### config.mk
export PLATFORM = sky130hd
export DESIGN_NAME = dmastat_reg
export DESIGN_NICKNAME = d
export VERILOG_FILES = /design/src/rtl/dmastat_pkg.sv /design/src/rtl/dmastat_chan.sv /design/src/rtl/dmastat_gate.sv /design/src/rtl/dmastat_view.sv /design/src/rtl/dmastat_reg.sv
export SDC_FILE = /design/constraint.sdc
export NUM_CORES = 1
export LEC_CHECK = 0
export BUFFER_PORTS_ARGS = -buffer_cell sky130_fd_sc_hd__buf_2
export CORE_AREA = 5 5 42 44
export CTS_CLUSTER_SIZE = 28
export DETAILED_ROUTE_END_ITERATION = 6
export DIE_AREA = 0 0 47 49
export HOLD_SLACK_MARGIN = 0.08
export PLACE_DENSITY = 0.54
export SLEW_MARGIN = 20
export SYNTH_ARGS = -nofsm -noshare
export SYNTH_HDL_FRONTEND = slang
export SYNTH_SLANG_ARGS = --single-unit
### constraint.sdc
create_clock -name clk -period 0.9 [get_ports clk]
set_input_delay 0.045 -clock clk [delete_from_list [all_inputs] [get_ports clk]]
set_output_delay 0.045 -clock clk [all_outputs]
set_load 0.02 [all_outputs]
### src/rtl/dmastat_pkg.sv
package dmastat_pkg;

  // register geometry: channel enables on top, then guards, then
  // interrupt enables, spare bit, master gate at bit 0
  localparam int unsigned CH_N      = 2;
  localparam int unsigned REG_W     = 8;
  localparam int unsigned EN_LSB    = REG_W - CH_N;
  localparam int unsigned GD_LSB    = EN_LSB - CH_N;
  localparam int unsigned IE_LSB    = GD_LSB - CH_N;
  localparam int unsigned SPARE_BIT = 1;
  localparam int unsigned GATE_BIT  = 0;

  localparam logic [REG_W-1:0] RESET_VIEW =
    ({{CH_N{1'b1}}, {GD_LSB{1'b0}}} & {REG_W{1'b1}}) | (REG_W'(1) << SPARE_BIT);

  // software write beats a terminal count in the same cycle
  function automatic logic next_chan_en(input logic cur, input logic wr_hit,
                                        input logic wr_val, input logic tc);
    logic nxt;
    nxt = cur;
    if (tc)     nxt = 1'b0;
    if (wr_hit) nxt = wr_val;
    return nxt;
  endfunction

  // NMI beats any set request in the same cycle
  function automatic logic next_gate(input logic cur, input logic set_req,
                                     input logic nmi);
    logic nxt;
    nxt = cur;
    if (set_req) nxt = 1'b1;
    if (nmi)     nxt = 1'b0;
    return nxt;
  endfunction

  function automatic logic term_req(input logic en, input logic ie);
    return ie & ~en;
  endfunction

endpackage

### src/rtl/dmastat_chan.sv
module dmastat_chan
  import dmastat_pkg::*;
(
  input  logic clk,
  input  logic rst_n,
  input  logic wr_stb,
  input  logic wr_en_val,
  input  logic wr_guard,
  input  logic wr_ie_val,
  input  logic tc,
  output logic en_q,
  output logic ie_q,
  output logic set_gate,
  output logic term_irq
);

  logic en_wr_hit;
  logic en_d;

  // enable field accepted only with its guard written low
  assign en_wr_hit = wr_stb & ~wr_guard;
  assign en_d      = next_chan_en(en_q, en_wr_hit, wr_en_val, tc);
  assign set_gate  = en_wr_hit & wr_en_val;
  assign term_irq  = term_req(en_q, ie_q);

  always_ff @(posedge clk or negedge rst_n) begin
    if (!rst_n) begin
      en_q <= 1'b0;
      ie_q <= 1'b0;
    end else begin
      en_q <= en_d;
      if (wr_stb) ie_q <= wr_ie_val;
    end
  end

endmodule

### src/rtl/dmastat_gate.sv
module dmastat_gate
  import dmastat_pkg::*;
#(
  parameter int unsigned N = CH_N
) (
  input  logic         clk,
  input  logic         rst_n,
  input  logic [N-1:0] set_req,
  input  logic         nmi,
  output logic         gate_q
);

  logic any_set;
  assign any_set = |set_req;

  always_ff @(posedge clk or negedge rst_n) begin
    if (!rst_n) gate_q <= 1'b0;
    else        gate_q <= next_gate(gate_q, any_set, nmi);
  end

endmodule

### src/rtl/dmastat_view.sv
module dmastat_view
  import dmastat_pkg::*;
(
  input  logic [CH_N-1:0]  en,
  input  logic [CH_N-1:0]  ie,
  input  logic             gate,
  output logic [REG_W-1:0] view
);

  always_comb begin
    view                    = '0;
    view[EN_LSB +: CH_N]    = en;
    view[GD_LSB +: CH_N]    = '1;
    view[IE_LSB +: CH_N]    = ie;
    view[SPARE_BIT]         = 1'b1;
    view[GATE_BIT]          = gate;
  end

endmodule

### src/rtl/dmastat_reg.sv
module dmastat_reg
  import dmastat_pkg::*;
(
  input  logic             clk,
  input  logic             rst_n,
  input  logic             wr_stb,
  input  logic [REG_W-1:0] wr_data,
  output logic [REG_W-1:0] rd_data,
  input  logic [CH_N-1:0]  tc_pulse,
  input  logic             nmi_pulse,
  output logic [CH_N-1:0]  ch_active,
  output logic [CH_N-1:0]  ch_irq,
  output logic             irq
);

  logic [CH_N-1:0] en_bits;
  logic [CH_N-1:0] ie_bits;
  logic [CH_N-1:0] gate_set;
  logic            gate;

  for (genvar c = 0; c < CH_N; c++) begin : g_ch
    dmastat_chan u_chan (
      .clk       (clk),
      .rst_n     (rst_n),
      .wr_stb    (wr_stb),
      .wr_en_val (wr_data[EN_LSB + c]),
      .wr_guard  (wr_data[GD_LSB + c]),
      .wr_ie_val (wr_data[IE_LSB + c]),
      .tc        (tc_pulse[c]),
      .en_q      (en_bits[c]),
      .ie_q      (ie_bits[c]),
      .set_gate  (gate_set[c]),
      .term_irq  (ch_irq[c])
    );
  end

  dmastat_gate #(.N(CH_N)) u_gate (
    .clk     (clk),
    .rst_n   (rst_n),
    .set_req (gate_set),
    .nmi     (nmi_pulse),
    .gate_q  (gate)
  );

  dmastat_view u_view (
    .en   (en_bits),
    .ie   (ie_bits),
    .gate (gate),
    .view (rd_data)
  );

  assign ch_active = en_bits & {CH_N{gate}};
  assign irq       = |ch_irq;

endmodule

### After elaboration in Yosys (flattened, before gate mapping)

Index checks and enable logic that the tools add are counted.

| operators by class | value |
|---|---|
| muxes and demuxes | 6 |
| bitwise operators | 11 |
| reductions and logical operators | 5 |

Operators with widths:

| operator | count |
|---|---|
| 1-bit bitwise AND | 6 |
| 1-bit two-way mux | 6 |
| 2-bit nonzero test | 3 |
| 1-bit NOT | 4 |
| 2-bit OR reduction | 2 |
| 2-bit bitwise AND | 1 |

| storage, ports and cells | value |
|---|---|
| word-level logic and storage cells | 27 |
| output and inout port bits | 13 |
| register bits after elaboration | 5 |

### Longest topological paths before layout

Gate-level depths: netlist of run 1.

| depth | value |
|---|---|
| word-level depth | 6 |
| gate-level depth with buffers | 3 |
| mapped depth without buffers | 3 |

### By module

A second synthesis of run 1 with hierarchy kept.

| second synthesis, totals | value |
|---|---|
| cells, all modules | 31 |
| area, all modules | 306.5 um^2 |

Modules (own cells, without submodules):

| module | sequential area each (um^2) | area an instance (um^2) | cells an instance | times used |
|---|---|---|---|---|
| dmastat_chan | 50.0 | 95.1 | 8 | 2 |
| dmastat_view | 0.0 | 63.8 | 9 | 1 |
| dmastat_gate | 25.0 | 33.8 | 3 | 1 |
| dmastat_reg | 0.0 | 18.8 | 3 | 1 |

### Least setup slack after synthesis of run 1

Ideal clock, no wire load.

| timing | value |
|---|---|
| kind | register to output |
| start point | register g_ch[0].u_chan.ie_q |
| end point | output irq |
| buffers on the path | 0 |
| data required time | 0.855 ns |
| slack | 0.100 ns |
| stages on the path, launching flop included | 3 |
| data arrival time | 0.755 ns |
| cell sequence | dfrtp_1 inv_1 o22ai_1 |

| on the way | value |
|---|---|
| word-level cells in the longest chain between the ends | 2 |

RTL lines:

| element | line | source |
|---|---|---|
| start: declaration | dmastat_chan.sv:12 | `output logic ie_q,` |
| start signal: assignment | dmastat_chan.sv:32 | `if (wr_stb) ie_q <= wr_ie_val;` |
| 1-bit bitwise AND | dmastat_pkg.sv:37 | `return ie & ~en;` |
| 2-bit OR reduction | dmastat_reg.sv:53 | `assign irq = \|ch_irq;` |
| end: declaration | dmastat_reg.sv:13 | `output logic irq` |

Every way passes these cells.

### Worst setup path after layout of run 1

| timing | value |
|---|---|
| start point | register g_ch[0].u_chan.en_q |
| end point | output irq |

| on the way | value |
|---|---|
| word-level cells in the longest chain between the ends | 3 |

RTL lines:

| element | line | source |
|---|---|---|
| start: declaration | dmastat_chan.sv:11 | `output logic en_q,` |
| start signal: assignment | dmastat_chan.sv:31 | `en_q <= en_d;` |
| 1-bit NOT | dmastat_pkg.sv:37 |  |
| 1-bit bitwise AND | dmastat_pkg.sv:37 |  |
| 2-bit OR reduction | dmastat_reg.sv:53 |  |

Every way passes these cells.

==> results of run 1 <==
kinds of logic (layout without fill, tap and decap cells):
logic type      count (synthesis)  after routing  synth area share [%]
buf+inv                        18             39                  32.8
compound gates                  9              9                  21.2
simple gates                    7              7                  8.39
flops                           5              5                  36.5
other cells                     1              3                  1.09
state kept, by name, indices dropped and copies added, names as in the netlist:
register,flops
u_gate.gate_q,1
g_ch.u_chan.ie_q,2
g_ch.u_chan.en_q,2
synth_stat cells, drive strengths merged:
cell type  instances  share of area [%]
o22ai              2                3.6
a22oi              1                2.2
inv                7                7.7
dfrtp              5                 36
o21ai              2                2.9
nand2              2                2.2
nor2               4                4.4
buf               11                 25
a31o               2                5.1
conb               1                1.1
a211oi             2                7.3
nand2b             1                1.8
final cells by class:
class,instances,area (um^2)
fillers,152,887
inverters,7,26.3
multi-input cells,19,118
flip-flops and latches,5,125
well taps,16,20.0
repair buffers,28,199
clock buffers,4,26.3
layout by cell type, fill, tap and decap left out, types with 2 or more instances in the layout:
cell type / n
buf_6: 3
nor2_1: 2
a211oi_2: 2
clkbuf_4: 3
inv_2: 5
o21ai_1: 2
dfrtp_1: 5
buf_2: 15
conb_1: 3
nand2_1: 2
buf_4: 4
o22ai_1: 2
nor2_2: 2
inv_1: 2
a31o_1: 2
dlygate4sd3_1: 6
worst min-delay path by stage:
stage / start / end / slack (ns) / depth (start not counted)
after CTS: wr_stb / g_ch[0].u_chan.ie_q / 0.13 / 2
after floorplan: rst_n / g_ch[0].u_chan.en_q / -0.25 / 0
after detailed placement: rst_n / g_ch[0].u_chan.ie_q / -0.13 / 1
after global routing: tc_pulse[1] / g_ch[1].u_chan.en_q / 0.15 / 3
final: wr_stb / g_ch[1].u_chan.ie_q / 0.13 / 2
after global placement: rst_n / g_ch[0].u_chan.ie_q / -0.14 / 1
power breakdown:
group / internal, W / switching, W
clock network: 0.000167 / 0.0000861
logic: 0.000101 / 0.000128
registers: 0.000244 / 0.0000135
total: 0.000513 / 0.000228
critical path: cells and delay by family (launching register included):
| family | cells | cell delay [ns] |
|---|---|---|
| AO/OA/AOI/OAI | 1 | 0.16 |
| flip-flops | 1 | 0.40 |
| buffers and inverters | 1 | 0.16 |
metrics by stage:
step / hold slack, ns / setup WS, ns / util (%) / cells
floorplan: -0.251 / 0.0999 / - / 42
global placement: -0.136 / 0.0651 / 27.8 / 68
detailed placement: -0.132 / 0.0587 / 27.8 / 68
CTS: 0.127 / -0.110 / 35.4 / 79
global route: 0.150 / -0.150 / 36.7 / 79
finish: 0.127 / -0.108 / 36.7 / 79
layer usage:
layer | routed length, um | vias to the layer above
met3 | 122 | 4
met4 | 36 | 0
met1 | 335 | 141
met5 | 0 | -
li1 | - | 163
met2 | 283 | 26
repair_timing:
item | CTS | global route
gates cloned | 0 | 0
hold buffers | 6 | 0
buffers inserted | 1 | 0
pin swaps | 2 | 2
hold endpoints to repair | 10 | 0
gates resized for setup | 8 | 7
endpoints found under the setup margin | 5 | 9
==> results.sh, run 1 <==
export IMPL_outcome="finished, violations left"
export IMPL_violations="setup timing"
export IMPL_via_per_inst=4.23
export IMPL_start_util_pct=24.5
export IMPL_startpoint="g_ch[0].u_chan.en_q"
export IMPL_fp_dieH_um=49
export IMPL_fin_tns_setup_ns=-0.292
export IMPL_synth_warnings=0
export IMPL_top_usage_layer="met1"
export IMPL_synth_distinct_cells=14
export IMPL_endpoint="irq"
export IMPL_post_drt_wl_per_cell_um=9.85
export IMPL_cts_made_buffers=3
export IMPL_grt_antenna_before_repair=0
export IMPL_max_freq_mhz=992
export IMPL_totalWireLength_um=778
export IMPL_timing_final_ws_setup_ns=-0.108
export IMPL_drt_pre_antenna_iters=2
export IMPL_clock_sinks=5
export IMPL_hpwl_um=618
export IMPL_grt_pass1_vias=317
export IMPL_path_clk_slew_ns=0.04
export IMPL_ys_seq_elements=5
export IMPL_met1_usage_pct=10.2
export IMPL_min_period_ns=1.01
export IMPL_clockBufferDepth=2
export IMPL_r2r_start="g_ch[1].u_chan.en_q"
export IMPL_skew_ns=0
export IMPL_r2r_end="g_ch[1].u_chan.en_q"
export IMPL_final_cell_area_um2=514
export IMPL_track_usage_pct=8.34
export IMPL_via_count=334
export IMPL_reg2reg_depth=4
export IMPL_numPortBuffers=21
export IMPL_yosysSeqAreaShare_pct=36.5
export IMPL_avgSynthCellArea_um2=8.57
export IMPL_cp_max_fo=4
export IMPL_worstSetupPathType="reg -> out"
export IMPL_r2r_slack_ns=-0.01
export IMPL_crit_slowest_cell="dfrtp_1"
export IMPL_grt_max_degree=10
export IMPL_synth_cells=40
export IMPL_peakVddDrop_mv=0.569
export IMPL_grt_use_met2_pct=9.95
export IMPL_dieArea_um2=2300
export IMPL_clock_root_buffer="clkbuf_4"
export IMPL_crit_path_end_kind="output pin"
export IMPL_setup_viol=6
export IMPL_coreArea_um2=1400
export IMPL_dieWidth_um=47
export IMPL_maxSlewViolCount=0
export IMPL_antenna_cells=0
export IMPL_rsz0062_at_grt="true"
export IMPL_areaGrowthSynthToFinish_pct=50.0
export IMPL_finalCritPeriodShare_pct=112
export IMPL_power_density_nw_per_um2=1440
export IMPL_met3_usage_pct=2.58
export IMPL_final_layout_size_suffix_gt1_share_pct=54.0
export IMPL_cp_arrival_ns=0.96
export IMPL_maxCapViolations=0
export IMPL_cts_tree="built"
export IMPL_gp_congestion=0.683
export IMPL_h_tree_depth=1
export IMPL_crit_path_max_incr_delay_ns=0.40
export IMPL_required_ns=0.85
export IMPL_start_kind="register"
export IMPL_hold_viol=0
export IMPL_drtAntennaViolNets=0
export IMPL_worstPathCellList="o22ai_1 > buf_4"
export IMPL_overflow=0
export IMPL_syn_area_um2=343
export IMPL_grt_pass1_wl_um=1300
export IMPL_leakage_nw=0.266
export IMPL_rows=14
export IMPL_pin_count=27
export IMPL_drc=0
export IMPL_clk_latency_ns=0.24
export IMPL_hold_path_class="in -> reg"
export IMPL_finalPower_w=0.000740
export IMPL_fin_nets=78
export IMPL_first_iter_violations=1
export IMPL_placedInstanceArea_um2=389
(Power assumes the default switching activity.)
==> inputs of run 2 (changes only) <==
--- a/config.mk
+++ b/config.mk
@@ -5,13 +5,14 @@
 export SDC_FILE = /design/constraint.sdc
 export NUM_CORES = 1
 export LEC_CHECK = 0
+export ABC_AREA = 1
 export BUFFER_PORTS_ARGS = -buffer_cell sky130_fd_sc_hd__buf_2
 export CORE_AREA = 5 5 42 44
 export CTS_CLUSTER_SIZE = 28
 export DETAILED_ROUTE_END_ITERATION = 6
 export DIE_AREA = 0 0 47 49
 export HOLD_SLACK_MARGIN = 0.08
-export PLACE_DENSITY = 0.54
+export PLACE_DENSITY = 0.53
 export SLEW_MARGIN = 20
 export SYNTH_ARGS = -nofsm -noshare
 export SYNTH_HDL_FRONTEND = slang
==> results.sh, run 2 <==
export IMPL_cp_top_family="flip-flops"
export IMPL_dieArea_um2=2300
export IMPL_maxSlewViolCount=0
export IMPL_yosysSeqAreaShare_pct=39.1
export IMPL_rsz0062_at_grt="true"
export IMPL_hold_path_endpoint="g_ch[0].u_chan.en_q"
export IMPL_first_iter_violations=0
export IMPL_placedInstanceArea_um2=378
export IMPL_totalWireLength_um=796
export IMPL_grt_antenna_before_repair=0
export IMPL_crit_buf_inv=1
export IMPL_skew_ns=0
export IMPL_clock_sinks=5
export IMPL_synth_ff_type="dfrtp_1"
export IMPL_min_delay_start="wr_data[4]"
export IMPL_r2r_slack_ns=0.12
export IMPL_drt_pre_antenna_iters=1
export IMPL_path_clk_slew_ns=0.04
export IMPL_seq_area_um2=128
export IMPL_grt_max_degree=9
export IMPL_synth_cells=44
export IMPL_grt_pass1_wl_um=1240
export IMPL_utilization_pct=39.1
export IMPL_pin_count=27
export IMPL_synth_most_common_cell="buf_4"
export IMPL_min_period_ns=1.04
export IMPL_synthTopCellsByArea="dfrtp_1 (39%), buf_4 (23%), inv_1 (11%)"
export IMPL_whs_ns=0.0925
export IMPL_drtAntennaViolNets=0
export IMPL_fin_tns_setup_ns=-0.412
export IMPL_rows=14
export IMPL_r2r_end="g_ch[0].u_chan.en_q"
export IMPL_cp_arrival_ns=0.99
export IMPL_clock_root_buffer="clkbuf_4"
export IMPL_worstSetupPathType="reg -> out"
export IMPL_hold_viol=0
export IMPL_peakVddDrop_mv=0.536
export IMPL_antenna_cells=0
export IMPL_cp_depth=2
export IMPL_async_flop_share_pct=100
export IMPL_via_count=350
export IMPL_timing_final_ws_setup_ns=-0.136
export IMPL_cp_max_fo=5
export IMPL_leakage_nw=0.325
export IMPL_start_util_pct=22.9
export IMPL_largestRegisters="g_ch.u_chan.en_q: 2 flops, g_ch.u_chan.ie_q: 2 flops, u_gate.gate_q: 1 flops"
export IMPL_final_cell_area_um2=548
export IMPL_reg2reg_depth=3
export IMPL_syn_area_um2=320
export IMPL_track_usage_pct=7.92
export IMPL_via_per_inst=3.98
export IMPL_dpl_cell_count=73
export IMPL_avgSynthCellArea_um2=7.28
export IMPL_outcome="finished, violations left"
export IMPL_clk_latency_ns=0.24
export IMPL_final_layout_size_suffix_gt1_share_pct=40.3
export IMPL_crit_slowest_cell="dfrtp_2"
export IMPL_worstPathCellList="o22ai_1 > buf_4"
export IMPL_synth_warnings=0
export IMPL_areaGrowthSynthToFinish_pct=71.1
export IMPL_cts_made_buffers=3
export IMPL_hold_path_class="in -> reg"
export IMPL_violations="setup timing"
export IMPL_crit_path_max_incr_delay_ns=0.43
export IMPL_multi_input_area_um2=93.8
export IMPL_dieWidth_um=47
export IMPL_synth_commonest_cells="buf_4 (10), inv_1 (9), nand2_1 (9), dfrtp_1 (5), nand3_1 (3)"
export IMPL_final_common_cell="buf_2"
export IMPL_numPortBuffers=21
export IMPL_grt_pass1_vias=337
export IMPL_clockBufferDepth=2
export IMPL_final_cell_mix="buf_2 (14), nand2_1 (9), dlygate4sd3_1 (9)"
export IMPL_crit_path_end_kind="output pin"
export IMPL_fp_dieH_um=49
export IMPL_hpwl_um=608
export IMPL_fill_cells=163
export IMPL_post_drt_wl_per_cell_um=9.05
export IMPL_r2r_start="g_ch[0].u_chan.en_q"
export IMPL_start_kind="register"
export IMPL_maxCapViolations=0
export IMPL_ys_seq_elements=5
export IMPL_gp_congestion=0.711
export IMPL_power_density_nw_per_um2=1360
export IMPL_synth_top_cell_area_share_pct=39.1
export IMPL_fin_nets=87
export IMPL_finalCritPeriodShare_pct=115
export IMPL_h_tree_depth=1
export IMPL_yosysTopAreaCell="dfrtp_1"
export IMPL_synth_distinct_cells=10
export IMPL_coreArea_um2=1400
export IMPL_synth_enable_flop_cells=0
export IMPL_setup_viol=6
export IMPL_fin_cells=88
export IMPL_overflow=0
export IMPL_required_ns=0.85
export IMPL_drc=0
export IMPL_min_path_cells=4
export IMPL_max_freq_mhz=965
export IMPL_cts_tree="built"
## run 2: changes by cell type after synthesis, sizes merged
| cell | previous run | this run |
|---|---|---|
| nand2 | 2 | 9 |
| nand3 | 0 | 3 |
| a211oi | 2 | 0 |
| a21oi | 0 | 2 |
| a31o | 2 | 0 |
| inv | 7 | 9 |
| nor2 | 4 | 2 |
| a22oi | 1 | 0 |
| buf | 11 | 10 |
| nand2b | 1 | 0 |
| o22ai | 2 | 1 |
## run 2: cells by family (layout without fill, tap and decap cells)
group | Yosys count | after routing | synth area share, %
and+or+nand+nor | 14 | 14 | 17.6
AOI/OAI and AO/OA | 5 | 5 | 8.20
other | 1 | 3 | 1.17
buffers and inverters | 19 | 45 | 34.0
DFF | 5 | 5 | 39.1
## run 2: timing repair
action | 4_1_cts | 5_1_grt
hold buffers | 9 | 0
resized for setup | 12 | 3
pin swaps | 5 | 3
buffers inserted | 1 | 1
endpoints found under the hold margin | 10 | 0
setup endpoints to repair | 7 | 7
## run 2: stage by stage
stage,setup slack [ns],total power [W]
6_report,-0.136,0.000745
5_1_grt,-0.177,0.000810
4_1_cts,-0.146,0.000754
3_5_place_dp,0.0901,0.000429
3_3_place_gp,0.0980,0.000426
2_1_floorplan,0.0729,0.000402
## run 2: worst max-delay path by stage
stage / startpoint / endpoint
floorplan: g_ch[0].u_chan.en_q / irq
global placement: g_ch[0].u_chan.en_q / irq
detailed placement: g_ch[0].u_chan.en_q / irq
CTS: g_ch[0].u_chan.en_q / irq
global route: g_ch[0].u_chan.en_q / irq
finish: g_ch[0].u_chan.en_q / irq
## run 2: tightest hold or removal path: cells and delay by family
kind | cells | cell delay [ns]
buffers and inverters | 2 | 0.11
AND/OR/NAND/NOR | 2 | 0.13
## run 2: area by class of cell
class	instances	area share, %
clock buffers	4	4.79
inverters	9	6.16
multi-input cells	22	17.1
flip-flops and latches	5	23.3
well taps	16	3.65
repair buffers	32	45.0
## run 2: routing by layer
layer | share of wire [%] | GRT usage [%]
met5 | 0 | 0
met4 | 0 | 2.76
met2 | 52 | 14.0
met1 | 36 | 5.79
met3 | 12 | 6.64
## run 2: report_power, final
part	total, W	switching, W	internal (W)	leakage [nW]
combinational	0.000226	0.000115	0.000111	0.249
sequential	0.000262	0.0000176	0.000245	0.0609
clock	0.000257	0.0000892	0.000167	0.0150
total	0.000745	0.000222	0.000523	0.325
